**src/rtl/pwrdn_ctrl.sv**
```systemverilog
module pwrdn_ctrl #(
  parameter int SETTLE_CYCLES = 64
) (
  input  logic       clk,
  input  logic       por_n,
  input  logic       man_rst,
  input  logic       sleep_req,
  input  logic       irq,
  input  logic       dma_err,
  input  logic       nmi,
  input  logic       reg_wr,
  input  logic [1:0] reg_wdata,
  output logic [1:0] reg_rdata,
  output logic [1:0] pd_mode,
  output logic       cpu_halt,
  output logic       sys_clk_en,
  output logic       periph_clk_en,
  output logic       port_hiz,
  output logic       wake_pulse
);
  localparam int CNT_W = (SETTLE_CYCLES > 1) ? $clog2(SETTLE_CYCLES) : 1;
  localparam logic [CNT_W-1:0] CNT_LOAD = CNT_W'(SETTLE_CYCLES - 1);

  typedef enum logic [1:0] {RUN = 2'd0, NAP = 2'd1, DEEP = 2'd2, SETTLE = 2'd3} st_t;

  st_t            st;
  logic           stby_sel, hiz_sel, wake_q;
  logic [CNT_W-1:0] cnt;

  always_ff @(posedge clk or negedge por_n) begin
    if (!por_n) begin
      st       <= RUN;
      stby_sel <= 1'b0;
      hiz_sel  <= 1'b0;
      wake_q   <= 1'b0;
      cnt      <= '0;
    end else if (man_rst) begin
      st       <= RUN;
      stby_sel <= 1'b0;
      hiz_sel  <= 1'b0;
      wake_q   <= 1'b0;
      cnt      <= '0;
    end else begin
      wake_q <= 1'b0;
      case (st)
        RUN: begin
          if (reg_wr) begin
            stby_sel <= reg_wdata[0];
            hiz_sel  <= reg_wdata[1];
          end
          if (sleep_req) st <= stby_sel ? DEEP : NAP;
        end
        NAP: if (irq || dma_err || nmi) begin
          st     <= RUN;
          wake_q <= 1'b1;
        end
        DEEP: if (nmi) begin
          st  <= SETTLE;
          cnt <= CNT_LOAD;
        end
        SETTLE: if (cnt == '0) begin
          st     <= RUN;
          wake_q <= 1'b1;
        end else begin
          cnt <= cnt - 1'b1;
        end
        default: st <= RUN;
      endcase
    end
  end

  assign reg_rdata     = {hiz_sel, stby_sel};
  assign pd_mode       = st;
  assign cpu_halt      = (st != RUN);
  assign sys_clk_en    = (st != DEEP);
  assign periph_clk_en = (st == RUN) || (st == NAP);
  assign port_hiz      = (st == DEEP) && hiz_sel;
  assign wake_pulse    = wake_q;
endmodule

```
**config.mk**
```make
export PLATFORM = sky130hd
export DESIGN_NAME = pwrdn_ctrl
export DESIGN_NICKNAME = d
export VERILOG_FILES = /design/src/rtl/pwrdn_ctrl.sv
export SDC_FILE = /design/constraint.sdc
export NUM_CORES = 1
export LEC_CHECK = 0
export BUFFER_PORTS_ARGS = -buffer_cell sky130_fd_sc_hd__buf_2
export CORE_AREA = 2 2 45 43
export CTS_CLUSTER_DIAMETER = 150
export DETAILED_ROUTE_END_ITERATION = 7
export DIE_AREA = 0 0 47 45
export PLACE_DENSITY = 0.63
export RECOVER_POWER = 50
export SYNTH_ARGS = -nofsm -noshare
export SYNTH_HDL_FRONTEND = slang
export SYNTH_SLANG_ARGS = --single-unit
```
**constraint.sdc**
```tcl
create_clock -name clk -period 4.82 [get_ports clk]
set_clock_uncertainty 0.15 [all_clocks]
set_input_delay 0.482 -clock clk [delete_from_list [all_inputs] [get_ports clk]]
set_output_delay 0.482 -clock clk [all_outputs]
set_load 0.005 [all_outputs]
```
## Word-level counts from Yosys, hierarchy flattened

Index checks and enable logic that the tools add are counted.

| word-level totals | value |
|---|---|
| flip-flop bits (word level) | 11 |
| output and inout port bits | 9 |
| word-level logic and storage cells | 49 |
| input bits | 10 |

| operators by class | value |
|---|---|
| add/sub/neg operators | 1 |
| muxes and demuxes | 21 |
| equality and inequality tests | 9 |
| reductions and logical operators | 13 |

Operators with widths:

| kind | count |
|---|---|
| two-way mux 6 bit | 3 |
| != test 3 bit (second input constant) | 5 |
| two-way mux 2 bit | 6 |
| one-hot mux 6 bit (2 select lines) | 1 |
| two-way mux 1 bit | 9 |
| one-hot mux 2 bit (4 select lines) | 1 |
| logical NOT 6 bit | 1 |
| nonzero test 2 bit | 3 |
| subtractor 6 x 1 -> 6 bit (second input constant) | 1 |
| == test 2 bit (second input constant) | 2 |
| AND reduction 4 bit | 1 |
| logical OR 1 bit | 3 |
| AND reduction 3 bit | 1 |
| nonzero test 3 bit | 1 |
| == test 2 x 1 -> 1 bit (second input constant) | 1 |
| logical NOT 2 bit | 1 |
| != test 2 bit (second input constant) | 1 |
| one-hot mux 1 bit (2 select lines) | 1 |
| AND reduction 2 bit | 1 |
| logical AND 1 bit | 1 |

## Longest topological paths before layout

Gate-level depths: netlist (run 1).

| logic depth | value |
|---|---|
| depth in word-level cells | 5 |
| depth in mapped cells | 6 |

## Worst setup path after synthesis (run 1)

No wires, ideal clock.

| path | value |
|---|---|
| path kind | reg2reg |
| start | register cnt[0] |
| end | register wake_q (netlist: wake_pulse) |
| data required time | 4602 ps |
| cell stages (with the launch flop) | 6 |
| path buffers | 0 |
| arrival time | 1486 ps |
| path slack | 3116 ps |
| clock period less this slack | 1704 ps |
| cell sequence | dfrtp_1 -> inv_1 -> ha_1 -> or3b_2 -> o31ai_2 -> and4b_1 |

| on the way | value |
|---|---|
| cells in the longest elaborated chain, start to end | 4 |

RTL lines:

| item | line | source |
|---|---|---|
| start, declared | 28 | `logic [CNT_W-1:0] cnt;` |
| start signal, assigned | 65 | `cnt <= cnt - 1'b1;` |
| logical NOT 6 bit | 61 | `SETTLE: if (cnt == '0) begin` |
| two-way mux 1 bit | 61 |  |
| one-hot mux 1 bit (2 select lines) | 45 | `case (st)` |
| two-way mux 1 bit | 37 | `end else if (man_rst) begin` |
| end signal, assigned | 41 | `wake_q <= 1'b0;` |
| end signal, assigned | 44 | `wake_q <= 1'b0;` |
| end signal, assigned | 63 | `wake_q <= 1'b1;` |
| end, declared | 27 | `logic stby_sel, hiz_sel, wake_q;` |

Every way passes these cells.
A chain may end at the register's enable or synchronous reset.

## Worst setup path after layout (run 1)

| path | value |
|---|---|
| start | register st[1] (netlist: pd_mode[1]) |
| end | output cpu_halt |

| on the way | value |
|---|---|
| cells in the longest elaborated chain, start to end | 1 |

RTL lines:

| item | line | source |
|---|---|---|
| start, declared | 26 | `st_t st;` |
| start signal, assigned | 51 | `if (sleep_req) st <= stby_sel ? DEEP : NAP;` |
| nonzero test 2 bit | 74 | `assign cpu_halt = (st != RUN);` |
| end, declared | 15 | `output logic cpu_halt,` |

Every way passes these cells.

==> impl_metrics.json, run 1 <==
{
  "outcome": "finished, final reports clean",
  "post_detailed_route_via_to_cell_ratio": 4.97,
  "floorplan.rows": 14,
  "totalWireLength_um": 1280,
  "tritoncts.num_buffers": 3,
  "syn_inst": 68,
  "min_period_ps": 1840,
  "place_worst_setup_slack_ps": 2960,
  "final-instance-count-excl-fill": 110,
  "clkSinkCount": 11,
  "cp-start-kind": "flop",
  "post-route-period-util_pct": 38.1,
  "grt_max_degree": 15,
  "grt_pass1_wl_um": 2100,
  "final-setup-viol-count": 0,
  "actual_slew_at_the_worst_max_slew_pin_ps": 628,
  "ir_worst_vdd_mv": 0.171,
  "place.gp.congestion": 0.747,
  "cts-resized-gates": 0,
  "fp.dieH_um": 45,
  "fin_nets": 98,
  "drt-pass1-iter-count": 4,
  "clk-insertion-delay-late_ps": 260,
  "post-place-cells": 105,
  "die_span_in_x_um": 47,
  "routed-via-count": 547,
  "cp-end-kind": "output pin",
  "critical_path_class": "flop to output pin",
  "hpwlAfterDp_um": 925,
  "syn_area_per_cell_sq_um": 9.33,
  "synth_seq_area_share_pct": 43.4,
  "globalRoute.totalOverflow": 0,
  "relSlewSlack_pct": 58.2,
  "critical_path_required_ps": 4190,
  "first_global_vias": 469,
  "ios": 19,
  "maxCapViolations": 0,
  "final_core_util_pct": 47.0,
  "yosys.cell_types.count": 26,
  "worst_slack_ps": 2980,
  "ys.flop_type": "sky130_fd_sc_hd__dfrtp_1",
  "rsz0062_at_grt": "false",
  "post_synthesis_instance_area_sq_um": 634,
  "start_util_pct": 39.4,
  "routed_wire_length_per_instance_um": 11.7,
  "core_region_area_sq_um": 1610,
  "clk_root_buf": "sky130_fd_sc_hd__clkbuf_4",
  "worstHoldPathType": "primary input to flop",
  "postRouteAntennaNets": 0,
  "grt_usage_pct": 14.4,
  "worst_setup_hold_path_clk_slew_ps": 70,
  "max-clock-path-buffers": 2,
  "cp_max_fo": 11,
  "synth-edff-count": 0,
  "report.final.hold_viol_count": 0,
  "clock.fmax_mhz": 545,
  "power_per_cell_area_nw_per_um2": 345,
  "htree_num_levels": 1,
  "port_buffers": 18,
  "num_antenna_cells": 0,
  "cp.arrival_ps": 1200,
  "die_area_sq_um": 2120,
  "n_fill_cell": 179,
  "synthArstFlopShare_pct": 100,
  "regArea_sq_um": 275,
  "drt_iter0_drc": 8,
  "drcViolationCount": 0,
  "syn_to_final_growth_pct": 19.5,
  "synth_warnings": 0,
  "report.final.slew_viol_count": 0,
  "cellLeakagePower_nw": 0.330,
  "postSynthRegisterBits": 11,
  "layout-drive-gt1-share_pct": 26.7,
  "multi_input_area_sq_um": 313,
  "synth_nets": 79,
  "cts_tree": "built",
  "antenna_found_initial": 0,
  "setup_tns_ps": 0
}
[critical path, stage by stage (launching register included)]
cell	delay (ps)
sky130_fd_sc_hd__dfrtp_1	490
sky130_fd_sc_hd__or2_2	320
sky130_fd_sc_hd__buf_2	130
[Yosys cell counts (all sizes together) (2+ instances only)]
master  instances  share of area, %
dfrtp          11                43
a21oi           8               6.3
nor2            7               4.1
inv             5               3.0
nand2           5               3.0
a311oi          4               5.5
buf             3               3.2
nor3            3               2.4
clkbuf          2               1.2
mux2i           2               3.2
nand2b          2               2.0
o21ai           2               1.6
o31ai           2               3.2
or2             2               2.0
[layout by cell type, fill, tap and decap left out]
cell                            synthesis  routed
sky130_fd_sc_hd__a211oi_4               1       1
sky130_fd_sc_hd__a21oi_1                8       8
sky130_fd_sc_hd__a221oi_1               1       1
sky130_fd_sc_hd__a311oi_1               4       4
sky130_fd_sc_hd__and2_1                 1       1
sky130_fd_sc_hd__and4b_1                1       1
sky130_fd_sc_hd__buf_2                  1      14
sky130_fd_sc_hd__clkbuf_1               2       5
sky130_fd_sc_hd__clkbuf_4               0       3
sky130_fd_sc_hd__dfrtp_1               11      11
sky130_fd_sc_hd__dlygate4sd3_1          0       1
sky130_fd_sc_hd__ha_1                   1       1
sky130_fd_sc_hd__inv_1                  5       5
sky130_fd_sc_hd__mux2i_1                2       2
sky130_fd_sc_hd__nand2_1                5       5
sky130_fd_sc_hd__nand2b_1               2       2
sky130_fd_sc_hd__nor2_1                 7       7
sky130_fd_sc_hd__nor3_1                 3       3
sky130_fd_sc_hd__nor3b_1                1       1
sky130_fd_sc_hd__nor4b_2                1       1
sky130_fd_sc_hd__o21ai_0                2       2
sky130_fd_sc_hd__o31ai_1                1       1
sky130_fd_sc_hd__o31ai_2                1       1
sky130_fd_sc_hd__or2_2                  2       2
sky130_fd_sc_hd__or3_1                  1       1
sky130_fd_sc_hd__or3b_2                 1       1
sky130_fd_sc_hd__or4_1                  1       1
[layout make-up]
class	count	share of cell area, %
clock buffers	4	3.47
inverters	5	2.48
multi-input cells	47	41.3
flip-flops and latches	11	36.3
well taps	24	3.96
repair buffers	19	12.5
[repair_timing]
item                      4_1_cts  5_1_grt
hold buffers                    1        0
setup buffers                   0        0
hold endpoints to repair       11        0
[through the flow]
stage / area [sq um] / total power [mW] / hold WS, ps
floorplan: 634 / 0.177 / 36.4
global placement: 727 / 0.199 / 219
detailed placement: 727 / 0.201 / 220
CTS: 763 / 0.266 / 310
global route: 758 / 0.283 / 337
finish: 758 / 0.261 / 313
[state kept, by name, indices dropped and copies added (netlist names)]
signal,count
cnt,6
pd_mode,2
hiz_sel,1
stby_sel,1
wake_pulse,1
[worst paths after layout]
path | startpoint | end | slack (ps) | depth (start not counted)
setup / recovery | pd_mode[1] | cpu_halt | 2980 | 2
hold / removal | reg_wdata[1] | hiz_sel | 310 | 3
setup reg to reg | cnt[0] | cnt[5] | 3000 | 6
hold reg to reg | cnt[2] | cnt[2] | 400 | 1
max in group asynchronous | por_n | cnt[5] | 3530 | 2
min in group asynchronous | por_n | hiz_sel | 590 | 2
[cells by family (layout without fill, tap and decap cells)]
logic type | after synthesis | after routing | share of synthesized area [%]
mux | 2 | 2 | 3.16
compound gates | 18 | 18 | 21.1
flops | 11 | 11 | 43.4
fa+ha+maj | 1 | 1 | 1.97
simple gates | 26 | 26 | 23.1
buf+inv | 10 | 28 | 7.30
[routing by layer]
metal  share of wire, %  up-vias  track usage (%)
li1                   -      279                -
met1                 48      249             17.3
met2                 44       17             23.0
met3                6.5        2             6.00
met4                1.1        0             5.00
met5                  0        -                0
[report_power, final]
group          internal [mW]  switching (mW)  total, mW
logic                 0.0368          0.0389     0.0756
registers              0.106          0.0174      0.123
clock network         0.0320          0.0307     0.0628
total                  0.174          0.0870      0.261
(Power assumes the default switching activity.)
==> inputs of run 2 (changes only) <==
--- a/config.mk
+++ b/config.mk
@@ -5,12 +5,13 @@
 export SDC_FILE = /design/constraint.sdc
 export NUM_CORES = 1
 export LEC_CHECK = 0
+export ABC_AREA = 1
 export BUFFER_PORTS_ARGS = -buffer_cell sky130_fd_sc_hd__buf_2
-export CORE_AREA = 2 2 45 43
+export CORE_AREA = 2 2 48 46
 export CTS_CLUSTER_DIAMETER = 150
 export DETAILED_ROUTE_END_ITERATION = 7
-export DIE_AREA = 0 0 47 45
-export PLACE_DENSITY = 0.63
+export DIE_AREA = 0 0 50 48
+export PLACE_DENSITY = 0.61
 export RECOVER_POWER = 50
 export SYNTH_ARGS = -nofsm -noshare
 export SYNTH_HDL_FRONTEND = slang
==> constraint.sdc (replaced) <==
create_clock -name clk -period 1.9 [get_ports clk]
set_clock_uncertainty 0.15 [all_clocks]
set_input_delay 0.19 -clock clk [delete_from_list [all_inputs] [get_ports clk]]
set_output_delay 0.19 -clock clk [all_outputs]
set_load 0.005 [all_outputs]
==> run 2 against run 1 <==
Net effect: flip-flop and latch count unchanged; sequential share of layout area down 4.3 points; routed wire length up 23%; global-route usage up 1.4 points; largest power group unchanged; worst setup slack worse by 2700 ps; clock-buffer cell count unchanged; non-clock buffer count unchanged; largest cell class unchanged; critical endpoint is now port_hiz; clock power rose to 2.6 times the previous value; highest routed layer unchanged; via count up 28%; power rose to 2.8 times the previous value.
==> impl_metrics.json, run 2 <==
{
  "outcome": "finished, final reports clean",
  "die_area_sq_um": 2400,
  "totalWireLength_um": 1580,
  "yosys.cell_types.count": 19,
  "actual_slew_at_the_worst_max_slew_pin_ps": 640,
  "power.share.sequential_pct": 44.4,
  "power.switching_mw": 0.284,
  "critical_path_required_ps": 1560,
  "layout-drive-gt1-share_pct": 22.2,
  "critical_path_class": "flop to output pin",
  "routed_wire_length_per_instance_um": 10.4,
  "htree_num_levels": 1,
  "post-place-cells": 146,
  "synth.area.top_cells": "sky130_fd_sc_hd__dfrtp_1, sky130_fd_sc_hd__nand2_1, sky130_fd_sc_hd__inv_1, sky130_fd_sc_hd__nand3_1, sky130_fd_sc_hd__nor2_1",
  "max-clock-path-buffers": 2,
  "cp.arrival_ps": 1300,
  "cellLeakagePower_nw": 0.458,
  "start_util_pct": 38.9,
  "report.final.slew_viol_count": 0,
  "yosys.area_share.adder_pct": 1.73,
  "antenna_found_initial": 0,
  "largest_reg_flops": 6,
  "synth_warnings": 0,
  "synthArstFlopShare_pct": 100,
  "post_detailed_route_via_to_cell_ratio": 4.64,
  "synth_seq_area_share_pct": 38.1,
  "ios": 19,
  "report.final.hold_viol_count": 0,
  "routed-via-count": 700,
  "cts-resized-gates": 0,
  "num_antenna_cells": 0,
  "worst_setup_hold_path_clk_slew_ps": 90,
  "post_synthesis_instance_area_sq_um": 722,
  "combinational_family_with_the_most_area_after_synthesis": "simple AND/OR/NAND/NOR gates",
  "worstHoldPathType": "primary input to flop",
  "hpwlAfterDp_um": 1300,
  "die_span_in_x_um": 50,
  "cts.repair_timing.setup_buffer_count": 0,
  "clock.fmax_mhz": 609,
  "syn_inst": 105,
  "cp_max_fo": 8,
  "rsz0062_at_grt": "false",
  "maxCapViolations": 0,
  "place.gp.congestion": 0.819,
  "globalRoute.totalOverflow": 0,
  "post_synth_and_or_nand_nor_area_fraction_pct": 36.9,
  "final-instance-count-excl-fill": 151,
  "postSynthRegisterBits": 11,
  "min_period_ps": 1640,
  "ir_worst_vdd_mv": 0.638,
  "post-route-period-util_pct": 86.5,
  "setup_tns_ps": 0,
  "comb_power_share_pct": 33.1,
  "floorplan.rows": 15,
  "largest_reg_by_ff_count": "cnt",
  "tritoncts.num_buffers": 3,
  "place_worst_setup_slack_ps": 304,
  "core_region_area_sq_um": 1860,
  "synth_compound_area_share_pct": 12.3,
  "fin_nets": 138,
  "drcViolationCount": 0,
  "post_synth_xor_area_fraction_pct": 0,
  "first_global_vias": 599,
  "synth-edff-count": 0,
  "cts_tree": "built",
  "final-setup-viol-count": 0,
  "postRouteAntennaNets": 0,
  "port_buffers": 18,
  "power_per_cell_area_nw_per_um2": 855,
  "cp-start-kind": "flop",
  "holdPathStages": 3,
  "grt_max_degree": 12,
  "drt_iter0_drc": 26,
  "clkSinkCount": 11,
  "synth.largest_area_cell": "sky130_fd_sc_hd__dfrtp_1",
  "synth_nets": 116,
  "switching_share_pct": 38.6,
  "drt-pass1-iter-count": 4,
  "grt_usage_pct": 15.8,
  "worst_slack_ps": 257,
  "most_used_standard_cell_by_instance_count_after_synthesis": "sky130_fd_sc_hd__nand2_1",
  "syn_to_final_growth_pct": 19.1,
  "layout.cells.most_common": "sky130_fd_sc_hd__nand2_1",
  "syn_area_per_cell_sq_um": 6.88,
  "clk-insertion-delay-late_ps": 280,
  "internal-power_mw": 0.451,
  "grt_pass1_wl_um": 2700,
  "relSlewSlack_pct": 57.3,
  "mux_contribution_to_synthesized_area_pct": 0,
  "cp-end-kind": "output pin",
  "ys.flop_type": "sky130_fd_sc_hd__dfrtp_1",
  "post_synth_most_frequent_cells": "sky130_fd_sc_hd__nand2_1, sky130_fd_sc_hd__inv_1, sky130_fd_sc_hd__nor2_1, sky130_fd_sc_hd__dfrtp_1, sky130_fd_sc_hd__nand3_1",
  "fp.dieH_um": 48,
  "netlist.area_leader.share_pct": 38.1,
  "mostFrequentLayoutCells": "sky130_fd_sc_hd__nand2_1, sky130_fd_sc_hd__inv_1, sky130_fd_sc_hd__buf_2",
  "timing.reg2reg.worst_path_depth": 9,
  "clk_root_buf": "sky130_fd_sc_hd__clkbuf_4",
  "clockPowerShare_pct": 22.5
}
run 2: cell count changes after synthesis, sizes merged, moves of 2 or more:
| cell | previous run | this run |
|---|---|---|
| nand2b | 2 | 0 |
| nand3 | 0 | 10 |
| or2 | 2 | 0 |
| a311oi | 4 | 0 |
| nor2 | 7 | 16 |
| inv | 5 | 17 |
| clkbuf | 2 | 0 |
| o21ai | 2 | 10 |
| nor3 | 3 | 0 |
| mux2i | 2 | 0 |
| nand2 | 5 | 32 |
| a21oi | 8 | 4 |
run 2: through the flow:
step           area, sq um  hold WS, ps  power [mW]  utilization (%)
3_3_place_gp           828        -72.2       0.575             44.6
6_report               860         16.2       0.735             46.3
5_1_grt                860         10.5       0.810             46.3
2_1_floorplan          722         -256       0.495                -
4_1_cts                865         15.0       0.743             46.5
3_5_place_dp           828        -71.6       0.577             44.6
run 2: worst paths after layout:
path                              startpoint       end  slack, ps
worst min register to register        cnt[0]    cnt[0]        360
max in group asynchronous              por_n  stby_sel        880
min in group asynchronous              por_n    cnt[1]        290
worst max register to register        cnt[0]    cnt[4]        270
worst min-delay path            reg_wdata[0]  stby_sel         20
worst max-delay path              pd_mode[1]  port_hiz        260
run 2: cell families after synthesis:
group | count (synthesis)
simple gates | 59
buf+inv | 19
compound gates | 15
flops | 11
fa+ha+maj | 1
run 2: worst max-delay path: stages (launching register included):
cell and delay [ps]:
sky130_fd_sc_hd__dfrtp_1 500, sky130_fd_sc_hd__inv_2 80, sky130_fd_sc_hd__nor2_2 170, sky130_fd_sc_hd__inv_1 90, sky130_fd_sc_hd__nor2_1 80, sky130_fd_sc_hd__buf_2 110
run 2: layout make-up:
class | instances | area, sq um
fill | 193 | 998
multi-input combinational | 75 | 368
sequential | 11 | 275
timing repair buffer | 19 | 95.1
inverter | 17 | 63.8
tap | 25 | 31.3
clock buffer | 4 | 26.3
run 2: metal layers:
layer	share of wire (%)	global-route usage [%]
met1	51	22.1
met2	45	23.7
met3	3.0	3.75
met4	1.3	6.67
met5	0	0
run 2: power by group through the flow:
stage	clock, mW	sequential (mW)	combinational, mW
3_3_place_gp	0	0.332	0.244
6_report	0.166	0.326	0.243
4_1_cts	0.169	0.326	0.248
3_5_place_dp	0	0.330	0.246
5_1_grt	0.189	0.338	0.283
2_1_floorplan	0	0.319	0.176
run 2: what timing repair did:
| action | in CTS | in global routing |
|---|---|---|
| hold buffers | 1 | 0 |
| setup endpoints to repair | 0 | 0 |
| hold endpoints to repair | 11 | 0 |
==> inputs of run 3 (changes only) <==
--- a/config.mk
+++ b/config.mk
@@ -6,12 +6,15 @@
 export NUM_CORES = 1
 export LEC_CHECK = 0
 export ABC_AREA = 1
+export ABC_CLOCK_PERIOD_IN_PS = 1900
 export BUFFER_PORTS_ARGS = -buffer_cell sky130_fd_sc_hd__buf_2
-export CORE_AREA = 2 2 48 46
+export CELL_PAD_IN_SITES_DETAIL_PLACEMENT = 1
+export CELL_PAD_IN_SITES_GLOBAL_PLACEMENT = 1
+export CORE_AREA = 2 2 51 49
 export CTS_CLUSTER_DIAMETER = 150
 export DETAILED_ROUTE_END_ITERATION = 7
-export DIE_AREA = 0 0 50 48
-export PLACE_DENSITY = 0.61
+export DIE_AREA = 0 0 53 51
+export PLACE_DENSITY = 0.73
 export RECOVER_POWER = 50
 export SYNTH_ARGS = -nofsm -noshare
 export SYNTH_HDL_FRONTEND = slang
==> run 3 against run 2 <==
Net effect: global-route usage is 2.1 points higher; sequential share of layout area decreased by 0.59 points; combinational power up 4%; core utilization is 7.0 points lower; worst hold slack improved by 6.1 ps; highest routed layer unchanged.
==> impl_metrics.json, run 3 (synthesis gave the netlist of run 2 again) <==
{
  "outcome": "finished, final reports clean",
  "postRouteAntennaNets": 0,
  "relSlewSlack_pct": 58.4,
  "grt_usage_pct": 17.9,
  "cp.arrival_ps": 1340,
  "cp-start-kind": "flop",
  "first_global_vias": 772,
  "htree_num_levels": 1,
  "report.final.hold_viol_count": 0,
  "clk_root_buf": "sky130_fd_sc_hd__clkbuf_4",
  "grt_max_degree": 12,
  "rsz0062_at_grt": "false",
  "switching_share_pct": 39.4,
  "cellLeakagePower_nw": 0.469,
  "setup_tns_ps": 0,
  "layout-drive-gt1-share_pct": 23.6,
  "critPathBufInv": 3,
  "globalRoute.totalOverflow": 0,
  "comb_power_share_pct": 33.7,
  "drcViolationCount": 0,
  "largest_reg_by_ff_count": "cnt",
  "path_delay_family": "flip-flops",
  "drt-pass1-iter-count": 4,
  "clock.fmax_mhz": 596,
  "die_area_sq_um": 2700,
  "layout.cells.most_common": "sky130_fd_sc_hd__nand2_1",
  "start_util_pct": 32.3,
  "hpwlAfterDp_um": 1570,
  "actual_slew_at_the_worst_max_slew_pin_ps": 624,
  "power.share.sequential_pct": 43.8,
  "tritoncts.num_buffers": 3,
  "num_antenna_cells": 0,
  "maxCapViolations": 0,
  "largest_reg_flops": 6,
  "ir_worst_vdd_mv": 0.465,
  "clockPowerShare_pct": 22.5,
  "report.final.slew_viol_count": 0,
  "min_period_ps": 1680,
  "antenna_found_initial": 0,
  "internal-power_mw": 0.455,
  "cts_tree": "built",
  "power.switching_mw": 0.296,
  "fin_nets": 139,
  "routed-via-count": 734,
  "drt_iter0_drc": 5,
  "timing.critical_path.cells": "inv_2 -> nor2_2 -> inv_1 -> nor2_1 -> buf_2",
  "core_region_area_sq_um": 2230,
  "critical_path_class": "flop to output pin",
  "post_detailed_route_via_to_cell_ratio": 4.74,
  "post-route-period-util_pct": 88.4,
  "place.gp.congestion": 0.810,
  "clkSinkCount": 11,
  "floorplan.rows": 17,
  "ios": 19,
  "cts.repair_timing.setup_buffer_count": 0,
  "worstHoldPathType": "primary input to flop",
  "critical_path_required_ps": 1560,
  "worst_setup_hold_path_clk_slew_ps": 80,
  "cp-end-kind": "output pin",
  "cp_slowest_stage_delay_ps": 510,
  "die_span_in_x_um": 53,
  "cp_max_fo": 8,
  "clk-insertion-delay-late_ps": 280,
  "power_per_cell_area_nw_per_um2": 858,
  "port_buffers": 18,
  "fp.dieH_um": 51,
  "routed_wire_length_per_instance_um": 12.4,
  "grt_pass1_wl_um": 3510,
  "mostFrequentLayoutCells": "sky130_fd_sc_hd__nand2_1, sky130_fd_sc_hd__buf_2, sky130_fd_sc_hd__inv_1",
  "syn_to_final_growth_pct": 21.3,
  "critPathSlowestCell": "sky130_fd_sc_hd__dfrtp_1",
  "post-place-cells": 149,
  "final-setup-viol-count": 0,
  "max-clock-path-buffers": 2,
  "totalWireLength_um": 1920,
  "final-instance-count-excl-fill": 155
}
run 3: cell types whose count changed in the layout (fill, tap and decap cells not counted), sizes merged:
cell,delta
clkbuf,-2
buf,+2
dlygate4sd3,+1
run 3: final timing paths:
check | startpoint | to | slack (ps) | depth (start not counted)
setup / recovery | pd_mode[1] | port_hiz | 220 | 5
hold / removal | reg_wdata[1] | hiz_sel | 20 | 3
setup reg to reg | cnt[0] | cnt[2] | 240 | 9
hold reg to reg | cnt[0] | cnt[0] | 360 | 2
max in group asynchronous | por_n | hiz_sel | 910 | 2
min in group asynchronous | por_n | cnt[0] | 280 | 2
run 3: power by group through the flow:
stage	Clock [mW]	Combinational, mW	Sequential (mW)
4_1_cts	0.178	0.259	0.330
2_1_floorplan	0	0.176	0.319
6_report	0.169	0.253	0.329
5_1_grt	0.188	0.300	0.338
3_3_place_gp	0	0.246	0.332
3_5_place_dp	0	0.253	0.335
run 3: worst register-to-register path, stage by stage, from the launching register on:
cell,delay (ps)
sky130_fd_sc_hd__dfrtp_1,380
sky130_fd_sc_hd__inv_1,100
sky130_fd_sc_hd__ha_1,220
sky130_fd_sc_hd__nand2_1,80
sky130_fd_sc_hd__nor2_1,150
sky130_fd_sc_hd__nand3_2,140
sky130_fd_sc_hd__nand2_4,150
sky130_fd_sc_hd__nor2_4,50
sky130_fd_sc_hd__nand2_1,60
sky130_fd_sc_hd__nand2_1,50
run 3: area by class of cell:
cell class                 instances  area (sq um)
inverter                          17          63.8
timing repair buffer              20           108
sequential                        11           275
fill                             321          1360
multi-input combinational         75           368
clock buffer                       4          26.3
tap                               28          35.0
run 3: layer usage:
layer | up-vias | GRT usage, % | wire [um]
met4 | 0 | 8.12 | 12
met3 | 2 | 2.63 | 30
met5 | - | 0 | 0
li1 | 371 | - | -
met2 | 8 | 28.1 | 955
met1 | 353 | 24.1 | 923
run 3: through the flow:
step	setup slack (ps)	utilization (%)	total power, mW	hold slack (ps)	cell area (sq um)
after global routing	45.4	39.2	0.826	27.6	876
after floorplan	440	-	0.495	-256	722
after global placement	351	37.3	0.579	-68.7	832
after CTS	202	39.3	0.767	23.1	878
final	221	39.2	0.751	22.3	876
after detailed placement	264	37.3	0.587	-67.4	832
run 3: what timing repair did:
action                                 in CTS  in global routing
gates resized for setup                     0                  0
endpoints found under the hold margin      12                  0
hold buffers                                2                  0
